==> config.mk <==
export PLATFORM = sky130hd
export DESIGN_NAME = ow_search_step
export DESIGN_NICKNAME = d
export VERILOG_FILES = /design/src/rtl/ow_step_pkg.sv /design/src/rtl/ow_step_decide.sv /design/src/rtl/ow_step_sample.sv /design/src/rtl/ow_step_ctrl.sv /design/src/rtl/ow_search_step.sv
export SDC_FILE = /design/constraint.sdc
export NUM_CORES = 1
export LEC_CHECK = 0
export BUFFER_PORTS_ARGS = -buffer_cell sky130_fd_sc_hd__buf_2
export CORE_AREA = 2 2 39 41
export CTS_BUF_LIST = sky130_fd_sc_hd__clkbuf_8
export CTS_CLUSTER_DIAMETER = 40
export DETAILED_ROUTE_END_ITERATION = 16
export DIE_AREA = 0 0 41 43
export GPL_TIMING_DRIVEN = 0
export PLACE_DENSITY = 0.72
export SLEW_MARGIN = 30
export SYNTH_ARGS = -nofsm -noshare
export SYNTH_HDL_FRONTEND = slang
export SYNTH_SLANG_ARGS = --single-unit
==> constraint.sdc <==
create_clock -name clk -period 2.14 [get_ports clk]
set_input_delay 0.107 -clock clk [delete_from_list [all_inputs] [get_ports clk]]
set_output_delay 0.107 -clock clk [all_outputs]
set_load 0.02 [all_outputs]
==> src/rtl/ow_step_pkg.sv <==
package ow_step_pkg;

    localparam int STATUS_W = 3;
    localparam int POS_ID   = 0;
    localparam int POS_CMP  = 1;
    localparam int POS_DIR  = 2;

    typedef enum logic [2:0] {
        ST_IDLE   = 3'd0,
        ST_RD_ID  = 3'd1,
        ST_RD_CMP = 3'd2,
        ST_DECIDE = 3'd3,
        ST_WR_DIR = 3'd4,
        ST_FINISH = 3'd5
    } step_state_t;

    typedef enum logic {
        SLOT_READ  = 1'b0,
        SLOT_WRITE = 1'b1
    } slot_kind_t;

endpackage

==> src/rtl/ow_step_decide.sv <==
module ow_step_decide
    import ow_step_pkg::*;
(
    input  logic                id_bit,
    input  logic                cmp_bit,
    input  logic                pref,
    output logic [STATUS_W-1:0] code,
    output logic                dir,
    output logic                abort
);
    always_comb begin
        code  = '0;
        abort = id_bit & cmp_bit;
        if (id_bit == cmp_bit) begin
            // both equal: either nobody answered or both branches exist
            dir = abort ? 1'b0 : pref;
        end else begin
            dir = id_bit;
        end
        code[POS_ID]  = id_bit;
        code[POS_CMP] = cmp_bit;
        code[POS_DIR] = abort ? 1'b0 : dir;
    end
endmodule

==> src/rtl/ow_step_sample.sv <==
module ow_step_sample
    import ow_step_pkg::*;
(
    input  logic                clk,
    input  logic                rst_n,
    input  logic                cap_pref,
    input  logic                pref_in,
    input  logic                cap_id,
    input  logic                cap_cmp,
    input  logic                rbit,
    input  logic                load_status,
    input  logic [STATUS_W-1:0] status_in,
    output logic                id_q,
    output logic                cmp_q,
    output logic                pref_q,
    output logic [STATUS_W-1:0] status_q
);
    always_ff @(posedge clk) begin
        if (!rst_n) begin
            id_q     <= 1'b0;
            cmp_q    <= 1'b0;
            pref_q   <= 1'b0;
            status_q <= '0;
        end else begin
            if (cap_pref)    pref_q   <= pref_in;
            if (cap_id)      id_q     <= rbit;
            if (cap_cmp)     cmp_q    <= rbit;
            if (load_status) status_q <= status_in;
        end
    end
endmodule

==> src/rtl/ow_step_ctrl.sv <==
module ow_step_ctrl
    import ow_step_pkg::*;
(
    input  logic        clk,
    input  logic        rst_n,
    input  logic        go,
    input  logic        slot_done,
    input  logic        abort,
    output step_state_t state,
    output logic        slot_req,
    output logic        slot_kind,
    output logic        cap_pref,
    output logic        cap_id,
    output logic        cap_cmp,
    output logic        load_status,
    output logic        done
);
    step_state_t nxt;

    always_ff @(posedge clk) begin
        if (!rst_n) state <= ST_IDLE;
        else        state <= nxt;
    end

    always_comb begin
        nxt = state;
        unique case (state)
            ST_IDLE:   if (go)        nxt = ST_RD_ID;
            ST_RD_ID:  if (slot_done) nxt = ST_RD_CMP;
            ST_RD_CMP: if (slot_done) nxt = ST_DECIDE;
            ST_DECIDE: nxt = abort ? ST_FINISH : ST_WR_DIR;
            ST_WR_DIR: if (slot_done) nxt = ST_FINISH;
            ST_FINISH: nxt = ST_IDLE;
            default:   nxt = ST_IDLE;
        endcase
    end

    always_comb begin
        slot_req    = 1'b0;
        slot_kind   = SLOT_READ;
        cap_pref    = 1'b0;
        cap_id      = 1'b0;
        cap_cmp     = 1'b0;
        load_status = 1'b0;
        done        = 1'b0;
        unique case (state)
            ST_IDLE:   cap_pref = go;
            ST_RD_ID: begin
                slot_req = 1'b1;
                cap_id   = slot_done;
            end
            ST_RD_CMP: begin
                slot_req = 1'b1;
                cap_cmp  = slot_done;
            end
            ST_DECIDE: load_status = abort;
            ST_WR_DIR: begin
                slot_req    = 1'b1;
                slot_kind   = SLOT_WRITE;
                load_status = slot_done;
            end
            ST_FINISH: done = 1'b1;
            default:   done = 1'b0;
        endcase
    end
endmodule

==> src/rtl/ow_search_step.sv <==
module ow_search_step
    import ow_step_pkg::*;
(
    input  logic                clk,
    input  logic                rst_n,
    input  logic                go,
    input  logic                pref_dir,
    output logic                slot_req,
    output logic                slot_kind,
    output logic                slot_wbit,
    input  logic                slot_done,
    input  logic                slot_rbit,
    output logic [STATUS_W-1:0] status,
    output logic                done
);
    step_state_t         state;
    logic                cap_pref, cap_id, cap_cmp, load_status;
    logic                id_q, cmp_q, pref_q;
    logic [STATUS_W-1:0] code;
    logic                dir, abort;

    ow_step_ctrl ctrl_i (
        .clk         (clk),
        .rst_n       (rst_n),
        .go          (go),
        .slot_done   (slot_done),
        .abort       (abort),
        .state       (state),
        .slot_req    (slot_req),
        .slot_kind   (slot_kind),
        .cap_pref    (cap_pref),
        .cap_id      (cap_id),
        .cap_cmp     (cap_cmp),
        .load_status (load_status),
        .done        (done)
    );

    ow_step_sample sample_i (
        .clk         (clk),
        .rst_n       (rst_n),
        .cap_pref    (cap_pref),
        .pref_in     (pref_dir),
        .cap_id      (cap_id),
        .cap_cmp     (cap_cmp),
        .rbit        (slot_rbit),
        .load_status (load_status),
        .status_in   (code),
        .id_q        (id_q),
        .cmp_q       (cmp_q),
        .pref_q      (pref_q),
        .status_q    (status)
    );

    ow_step_decide decide_i (
        .id_bit  (id_q),
        .cmp_bit (cmp_q),
        .pref    (pref_q),
        .code    (code),
        .dir     (dir),
        .abort   (abort)
    );

    assign slot_wbit = (slot_kind == SLOT_WRITE) ? dir : 1'b0;
endmodule

* After elaboration in Yosys (flattened, before gate mapping)
Index checks and enable logic that the tools add are counted.
** Storage, ports and cells
- Bits of input ports :: 6
- Logic and storage cells :: 36
- Bits in registers :: 9
- Output and inout port bits :: 7
** Cells by class
- Reductions and logical operators :: 3
- Multiplexer cells :: 17
- Bitwise logic cells :: 1
- Equal/unequal tests :: 10
** Operators with widths (count)
- $pmux 3 s5 :: 1
- $mux 3 :: 4
- $mux 1 :: 11
- $ne 2x2->1 const B :: 4
- $eq 3x2->1 const B :: 2
- $eq 3x3->1 const B :: 2
- $reduce_and 4->1 :: 1
- $eq 3x1->1 const B :: 1
- $logic_not 3->1 :: 1
- $reduce_or 3->1 :: 1
- $pmux 1 s2 :: 1
- $and 1x1->1 :: 1
- $eq 1x1->1 :: 1

* Logic depth before layout (Yosys ltp)
Gate-level depths: netlist of run 1.
- Word-level depth :: 4
- Gate-level depth with buffers :: 4
- Gate-level depth less buffers :: 4

* By module
A second synthesis of run 1 with hierarchy kept.
** Second synthesis, totals
- Cells, all modules :: 56
- Area total of the unflattened synthesis :: 540.5 sq um
** Modules (own cells, without submodules)
- ow_step_ctrl :: cells an instance 30, sequential area each 60.1 sq um, area each 254.0 sq um, instances 1
- ow_step_sample :: cells an instance 18, sequential area each 120.1 sq um, area each 217.7 sq um, instances 1
- ow_step_decide :: cells an instance 7, sequential area each 0.0 sq um, area each 62.6 sq um, instances 1
- ow_search_step :: cells an instance 1, sequential area each 0.0 sq um, area each 6.3 sq um, instances 1

* Worst setup path before layout of run 1
Ideal clock, no wire load.
- Kind :: register to register
- Start point :: register sample_i.id_q
- End point :: register sample_i.status_q[2]
- Slack :: 0.853 ns
- Library setup time :: 0.116 ns
- Path buffers :: 0
- Cell stages (with the launch flop) :: 5
- Required time :: 2.024 ns
- Data arrival time :: 1.172 ns
- Clock period less this slack :: 1.287 ns
- Path through :: dfxtp_1 > ha_1 > mux2i_1 > and4bb_1 > a31o_1
** Between the ends
- Word-level cells in the longest chain between the ends :: 4
- Elaborated cells between the ends (all ways) :: 6
- Those cells by class :: eq/ne (1); mux (4); bitwise (1)
** Ends and longest elaborated chain
- start, declared :: RTL line ow_step_sample.sv:13 : output logic id_q,
- start signal, assigned :: RTL line ow_step_sample.sv:26 : if (cap_id) id_q <= rbit;
- $and 1x1->1 :: RTL line ow_step_decide.sv:13 : abort = id_bit & cmp_bit;
- $mux 1 :: RTL line ow_step_decide.sv:16 : dir = abort ? 1'b0 : pref;
- $mux 1 :: RTL line ow_step_decide.sv:14 : if (id_bit == cmp_bit) begin
- $mux 1 :: RTL line ow_step_decide.sv:22 : code[POS_DIR] = abort ? 1'b0 : dir;
- end signal, assigned :: RTL line ow_step_sample.sv:28 : if (load_status) status_q <= status_in;
- end, declared :: RTL line ow_step_sample.sv:16 : output logic [STATUS_W-1:0] status_q
Several ways; a longest one is shown, not always the timed one.
A chain may end at the register's enable or synchronous reset.

* Worst setup path after layout of run 1
- Start point :: register sample_i.id_q
- End point :: output slot_wbit
** Between the ends
- Word-level cells in the longest chain between the ends :: 4
- Elaborated cells between the ends (all ways) :: 5
- Those cells by class :: eq/ne (1); mux (3); bitwise (1)
** Ends and longest elaborated chain
- $and 1x1->1 :: RTL line ow_step_decide.sv:13
- $mux 1 :: RTL line ow_step_decide.sv:16
- $mux 1 * :: RTL line ow_step_decide.sv:14
- $mux 1 * :: RTL line ow_search_step.sv:63 : assign slot_wbit = (slot_kind == SLOT_WRITE) ? dir : 1'b0;
- end, declared :: RTL line ow_search_step.sv:10 : output logic slot_wbit,
Every way passes the cells marked *; elsewhere a longest branch is shown, timed or not.

==> results of run 1 <==
## layout make-up
cell class | count | area, sq um | area share (%)
Timing Repair Buffer | 12 | 60.1 | 9.13
Tap cell | 16 | 20.0 | 3.04
Buffer | 3 | 20.0 | 3.04
Clock buffer | 3 | 41.3 | 6.27
Multi-Input combinational cell | 44 | 329 | 50.0
Inverter | 1 | 3.75 | 0.570
Clock inverter | 1 | 3.75 | 0.570
Sequential cell | 9 | 180 | 27.4
## layout by cell type (no fill, tap or decap), types with 2 or more instances in the layout
cell type   n
nand3b_1    2
nand2_1     7
and4bb_1    4
nor2_1      3
nand2b_1    2
dfxtp_1     9
buf_2      13
a21oi_1     3
mux2i_1     7
inv_1       2
clkbuf_8    3
nor2b_1     5
## power breakdown
| group | internal (W) | switching (W) | total [W] |
|---|---|---|---|
| logic | 0.0000361 | 0.0000366 | 0.0000727 |
| clock network | 0.000125 | 0.0000691 | 0.000194 |
| registers | 0.000175 | 0.00000783 | 0.000183 |
| total | 0.000337 | 0.000114 | 0.000450 |
## critical path: stages, from the launching register on
cell,delay [ns]
dfxtp_1,0.39
ha_1,0.30
nor3b_1,0.23
a21oi_1,0.06
nor2_1,0.08
buf_2,0.16
## kinds of logic after synthesis
family          count (synthesis)  synth area share [%]
simple gates                   27                  34.0
compound gates                  9                  12.2
flops                           9                  33.8
mux                             7                  13.1
buf+inv                         4                  4.46
fa+ha+maj                       1                  2.35
## layer usage
metal | GRT usage, % | share of wire [%] | up-vias
li1 | - | - | 237
met1 | 15.2 | 47 | 208
met2 | 20.3 | 49 | 7
met3 | 4.71 | 3.3 | 2
met4 | 10.0 | 0.67 | 0
met5 | 0 | 0 | -
## flip-flops by register name (all words and copies together), names as in the netlist
signal             count
ctrl_i.state           3
sample_i.status_q      3
sample_i.cmp_q         1
sample_i.id_q          1
sample_i.pref_q        1
## through the flow
| step | utilization [%] | worst slack [ns] | instances | hold WS [ns] |
|---|---|---|---|---|
| after floorplan | - | 0.853 | 57 | 0.254 |
| after global placement | 44.3 | 0.794 | 85 | 0.377 |
| after detailed placement | 44.3 | 0.783 | 85 | 0.379 |
| after CTS | 47.6 | 0.567 | 89 | 0.142 |
| after global routing | 47.6 | 0.499 | 89 | 0.161 |
| final | 47.6 | 0.584 | 89 | 0.137 |
## final timing paths
kind / startpoint / end / cells past startpoint
worst min-delay path: pref_dir / sample_i.pref_q$_SDFFE_PN0P_ / 3
worst max-delay path: sample_i.id_q$_SDFFE_PN0P_ / slot_wbit / 5
worst min register to register: sample_i.status_q[1]$_SDFFE_PN0P_ / sample_i.status_q[1]$_SDFFE_PN0P_ / 2
worst max register to register: sample_i.id_q$_SDFFE_PN0P_ / sample_i.status_q[2]$_SDFFE_PN0P_ / 4
==> impl_metrics.ini, run 1 <==
[status]
outcome = complete, no violations

[routing]
drc = 0
ant_nets = 0
post_drt_via_cell_ratio = 5.10
vias = 454
drtIter0Drc = 6
drtPass1Iterations = 2
routedWlPerCell_microns = 11.7
routed_wl_mm = 1.04

[floorplan]
coreArea_sq_um = 1380
start_util_pct = 38.5
io-pin-count = 13
die_area_sq_um = 1760
num_rows = 14
die_w_microns = 41
die_h_microns = 43

[timing]
setup_viol = 0
finalCritPeriodShare_pct = 72.7
finalMaxSlewViolations = 0
finalClockSkew_ns = 0.00242
fin_tns_setup_ns = 0
finalHoldViolations = 0
maxSlewHeadroom_pct = 76.6
worst_pin_slew_ns = 0.351
rsz0062_at_grt = false
fin_crit_ns = 1.56
fmax_mhz = 643

[logic_synthesis]
synth-edff-count = 0
postSynthCellCount = 57
ys_seq_elements = 9
synth.area.top_cells = dfxtp_1 (34%), mux2i_1 (13%), and4bb_1 (9.4%), nor2b_1 (5.9%), nand2_1 (4.9%)
yosysTopAreaCellShare_pct = 33.8
ys_seq_area_share_pct = 33.8
avgSynthCellArea_sq_um = 9.35
synth_nets = 64
netlist_area_sq_um = 533
yosys.area.top_type = dfxtp_1
synthFlopType = dfxtp_1
synth_most_common_cell = dfxtp_1
synthArstFlopShare_pct = 0
netlist_top_cells_count = dfxtp_1 (9), mux2i_1 (7), nand2_1 (7), nor2b_1 (5), and4bb_1 (4)
yosys_warnings = 0
synthDistinctLibCells = 24

[clock_network]
cts_made_buffers = 3
cts_root_buf = clkbuf_8
clock_path_buffers = 2
cts.sinks = 9
cts_hold_buffers = 0
post-cts-setup-buffers = 0
clkTransAtPathRegs_ns = 0.05
cts_resized = 0
ctsHtreeMaxLevel = 1
cts_tree = built
clk-insertion-delay-late_ns = 0.23

[finish]
area_growth_pct = 23.5
diodes = 0
fin_nets = 81
drive_above_1_share_pct = 26.0
design_area_sq_um = 658
nFillCells = 140

[global_routing]
antenna_found_initial = 0
grt_start_max_net_pins = 11
grt_pass1_vias = 395
grt_pass1_wl_mm = 1.59
gr-total-overflow = 0
grt_usage_pct = 13.7

[min_path]
hold_class = in -> reg

[critical_path]
worstSetupEndpointType = primary output
crit_fanout = 5
r2r_slack_ns = 0.77
worstSetupPathType = reg -> out
critPathArrivalTime_ns = 1.45
cp-start-kind = register
cp.required_ns = 2.03

[placement]
post_dp_cell_area_sq_um = 613
io_buffers = 12
gp_congestion = 0.740
hpwlAfterDp_microns = 761

[pwr]
p_total_w = 0.000450
ir_drop_mv = 0.378
p_per_area_nw_per_um2 = 684
p_leak_nw = 0.300

[flow_run]
cap_violations = 0
Power figures use the tool's default switching activity.
==> run 2: changes to the inputs <==
==> constraint.sdc (replaced) <==
create_clock -name clk -period 1.5 [get_ports clk]
set_input_delay 0.075 -clock clk [delete_from_list [all_inputs] [get_ports clk]]
set_output_delay 0.075 -clock clk [all_outputs]
set_load 0.02 [all_outputs]
==> impl_metrics.ini, run 2 (same netlist as run 1, synthesis figures left out) <==
[critical_path]
startpoint = sample_i.cmp_q$_SDFFE_PN0P_
cp.required_ns = 1.42
r2r-start = sample_i.cmp_q$_SDFFE_PN0P_
rr_endpoint = sample_i.status_q[2]$_SDFFE_PN0P_
crit_buf_inv = 1
cp-endpoint = slot_wbit
worstSetupPathType = reg -> out
slowest_stage = dfxtp_1
cp-start-kind = register
cp_top_family = flip-flops
worstSetupEndpointType = primary output
critPathArrivalTime_ns = 1.35
slowest_delay_ns = 0.40
cp_num_cells = 5
rr_worst_depth = 4
r2r_slack_ns = 0.19
crit_chain = ha_4, nor3b_2, a21oi_1, nor2_1, buf_2
crit_fanout = 3

[finish]
fin_cells = 89
final_common_cell = buf_2
layout_common_cells = buf_2 (13), dfxtp_1 (8), nand2_1 (7), mux2i_1 (7), nor2b_1 (5)
area_growth_pct = 27.0
diodes = 0
drive_above_1_share_pct = 30.1
largestRegisters = ctrl_i.state (3), sample_i.status_q (3)
fin_nets = 81

[global_routing]
gr-total-overflow = 0
grt_pass1_vias = 397
grt_pass1_wl_mm = 1.60
grt_usage_pct = 13.8
grt_start_max_net_pins = 11
antenna_found_initial = 0

[placement]
hpwlAfterDp_microns = 761
io_buffers = 12
gp_congestion = 0.740
dpl.cell_count = 85

[routing]
drtIter0Drc = 9
post_drt_via_cell_ratio = 5.27
vias = 469
routedWlPerCell_microns = 12.1
drtPass1Iterations = 4
routed_wl_mm = 1.07
ant_nets = 0
drc = 0

[status]
outcome = complete, no violations

[flow_run]
cap_violations = 0

[timing]
fmax_mhz = 703
setup_viol = 0
maxSlewHeadroom_pct = 75.0
worst_pin_slew_ns = 0.374
fin_crit_ns = 1.42
finalCritPeriodShare_pct = 94.8
finalHoldViolations = 0
hold_slack_ns = 0.102
finalMaxSlewViolations = 0
finalClockSkew_ns = 0.00215

[clock_network]
post-cts-setup-buffers = 0
cts_tree = built
clk-insertion-delay-late_ns = 0.24
clkTransAtPathRegs_ns = 0.05
cts_hold_buffers = 0
ctsHtreeMaxLevel = 1
cts_made_buffers = 3
cts_root_buf = clkbuf_8
cts.sinks = 9
clock_path_buffers = 2

[floorplan]
io-pin-count = 13
die_h_microns = 43
die_w_microns = 41
num_rows = 14
die_area_sq_um = 1760
coreArea_sq_um = 1380
start_util_pct = 38.5

[pwr]
p_leak_nw = 0.302
ir_drop_mv = 0.538
p_per_area_nw_per_um2 = 961

[min_path]
hold_class = in -> reg
==> run 2: cell counts in the layout (fill, tap and decap cells not counted) <==
No cell type changed its count.
==> run 2: area by class of cell <==
class                   count  area (sq um)
clock buffers               3          41.3
clock inverters             1          3.75
well taps                  16          20.0
multi-input cells          44           347
inverters                   1          3.75
plain buffers               3          20.0
fillers                   139           707
repair buffers             12          60.1
flip-flops and latches      9           181
==> run 2: report_power, final <==
group	switching (W)	internal [W]	leakage [nW]
Clock	0.000103	0.000179	0.0269
Sequential	0.0000119	0.000251	0.0736
Combinational	0.0000528	0.0000539	0.201
Total	0.000167	0.000483	0.302
==> run 2: worst min-delay path by stage <==
| stage | startpoint | end | depth (start not counted) |
|---|---|---|---|
| floorplan | rst_n | ctrl_i.state[1]$_SDFFE_PN0P_ | 2 |
| global placement | pref_dir | sample_i.pref_q$_SDFFE_PN0P_ | 3 |
| detailed placement | pref_dir | sample_i.pref_q$_SDFFE_PN0P_ | 3 |
| CTS | pref_dir | sample_i.pref_q$_SDFFE_PN0P_ | 3 |
| global route | slot_rbit | sample_i.cmp_q$_SDFFE_PN0P_ | 3 |
| finish | pref_dir | sample_i.pref_q$_SDFFE_PN0P_ | 3 |
==> run 2: per-layer routing <==
| metal | vias up | track usage, % | wire length, microns |
|---|---|---|---|
| li1 | 234 | - | - |
| met1 | 218 | 15.5 | 492 |
| met2 | 12 | 20.3 | 496 |
| met3 | 5 | 4.71 | 40 |
| met4 | 0 | 10.0 | 43 |
| met5 | - | 0 | 0 |
==> run 2: per-stage QoR <==
step / utilization, % / setup WS (ns) / TNS, ns / cell area (sq um) / power (W)
after CTS: 48.0 / 0.00851 / 0 / 664 / 0.000650
after global routing: 48.9 / -0.0000551 / -0.0000551 / 677 / 0.000677
after global placement: 44.3 / 0.154 / 0 / 613 / 0.000367
final: 48.9 / 0.0777 / 0 / 677 / 0.000651
after floorplan: - / 0.213 / 0 / 533 / 0.000342
after detailed placement: 44.3 / 0.143 / 0 / 613 / 0.000369
==> run 2: worst min-delay path: cells and delay by family <==
family | cells | cell delay, ns
AND/OR/NAND/NOR | 1 | 0.09
buffers and inverters | 1 | 0.08
multiplexers | 1 | 0.06
==> run 2: what timing repair did <==
action	in CTS	in global routing
endpoints found under the setup margin	1	1
gates resized for setup	2	1
hold endpoints to repair	0	0
==> run 3: changes to the inputs <==
==> constraint.sdc (replaced) <==
create_clock -name clk -period 1.5 [get_ports clk]
set_input_delay 0.075 -clock clk [delete_from_list [all_inputs] [get_ports clk]]
set_output_delay 0.075 -clock clk [all_outputs]
set_load 0.005 [all_outputs]
==> impl_metrics.ini, run 3 (same netlist as run 1, synthesis figures left out) <==
[placement]
gp_congestion = 0.740
io_buffers = 12
hpwlAfterDp_microns = 761
post_dp_cell_area_sq_um = 613

[timing]
finalHoldViolations = 0
finalCritPeriodShare_pct = 94.7
maxSlewHeadroom_pct = 76.6
rsz0062_at_grt = false
fmax_mhz = 704
hold_slack_ns = 0.104
fin_tns_setup_ns = 0
finalClockSkew_ns = 0.00218
worst_pin_slew_ns = 0.351
setup_viol = 0
fin_crit_ns = 1.42
finalMaxSlewViolations = 0

[global_routing]
grt.busiest_layer = met2
grt_pass1_wl_mm = 1.59
met3_usage_pct = 4.71
grt_pass1_vias = 395
gr-total-overflow = 0
antenna_found_initial = 0
grt_start_max_net_pins = 11
grt_usage_pct = 13.7
use_met1_pct = 15.2
grt_use_met2_pct = 20.3

[floorplan]
coreArea_sq_um = 1380
die_w_microns = 41
die_area_sq_um = 1760
die_h_microns = 43
start_util_pct = 38.5
num_rows = 14
io-pin-count = 13

[critical_path]
crit_fanout = 3
cp-start-kind = register
critPathArrivalTime_ns = 1.35
worstSetupPathType = reg -> out
worstSetupEndpointType = primary output
cp.required_ns = 1.42
r2r_slack_ns = 0.14

[pwr]
p_per_area_nw_per_um2 = 957
p_total_w = 0.000636
p_leak_nw = 0.304
ir_drop_mv = 0.539

[finish]
design_area_sq_um = 664
fin_nets = 81
final_common_cell = buf_2
layout_common_cells = buf_2 (13), dfxtp_1 (8), nand2_1 (7), mux2i_1 (7), nor2b_1 (5)
largestRegisters = ctrl_i.state (3), sample_i.status_q (3)
area_growth_pct = 24.6
diodes = 0
drive_above_1_share_pct = 28.8

[clock_network]
cts_root_buf = clkbuf_8
cts_resized = 0
cts_made_buffers = 3
post-cts-setup-buffers = 0
cts.sinks = 9
clkTransAtPathRegs_ns = 0.05
cts_tree = built
clock_path_buffers = 2
cts_hold_buffers = 0
ctsHtreeMaxLevel = 1
clk-insertion-delay-late_ns = 0.23

[routing]
vias = 453
routed_wl_mm = 1.03
drc = 0
post_drt_via_cell_ratio = 5.09
routedWlPerCell_microns = 11.6
drtPass1Iterations = 2
drtIter0Drc = 6
ant_nets = 0

[flow_run]
cap_violations = 0

[status]
outcome = complete, no violations

[min_path]
hold_class = in -> reg
## run 3: cell counts in the layout (fill, tap and decap cells not counted)
Identical to the previous run, type by type.
## run 3: worst max-delay path, stage by stage (launching register included)
cell and delay, ns:
dfxtp_1 0.32, ha_1 0.35, nor3b_2 0.20, a21oi_1 0.05
nor2_1 0.07, buf_2 0.11
## run 3: cell type report
type,count,area [sq um]
clock buffers,3,41.3
fillers,139,719
repair buffers,12,60.1
flip-flops and latches,9,181
clock inverters,1,3.75
well taps,16,20.0
multi-input cells,44,334
inverters,1,3.75
plain buffers,3,20.0
## run 3: metal layers
layer,vias up,part of all wire (%)
met4,0,0.68
met2,7,49
met5,-,0
li1,237,-
met3,2,3.3
met1,207,47
## run 3: path summary, 6_finish.rpt
kind,start,endpoint,cells past startpoint
worst max-delay path,sample_i.cmp_q$_SDFFE_PN0P_,slot_wbit,5
worst min register to register,sample_i.status_q[1]$_SDFFE_PN0P_,sample_i.status_q[1]$_SDFFE_PN0P_,2
worst min-delay path,pref_dir,sample_i.pref_q$_SDFFE_PN0P_,3
worst max register to register,sample_i.cmp_q$_SDFFE_PN0P_,sample_i.status_q[2]$_SDFFE_PN0P_,4
## run 3: power by group
group          leakage [nW]  internal, W  switching, W  total (W)
clock network        0.0269     0.000178     0.0000982   0.000277
logic                 0.204    0.0000520     0.0000456  0.0000975
registers            0.0736     0.000251     0.0000109   0.000261
## run 3: through the flow
step / worst slack, ns / utilization (%) / std cells
floorplan: 0.213 / - / 57
global placement: 0.154 / 44.3 / 85
detailed placement: 0.143 / 44.3 / 85
CTS: 0.0105 / 47.6 / 89
global route: 0.00922 / 48.0 / 89
finish: 0.0794 / 48.0 / 89
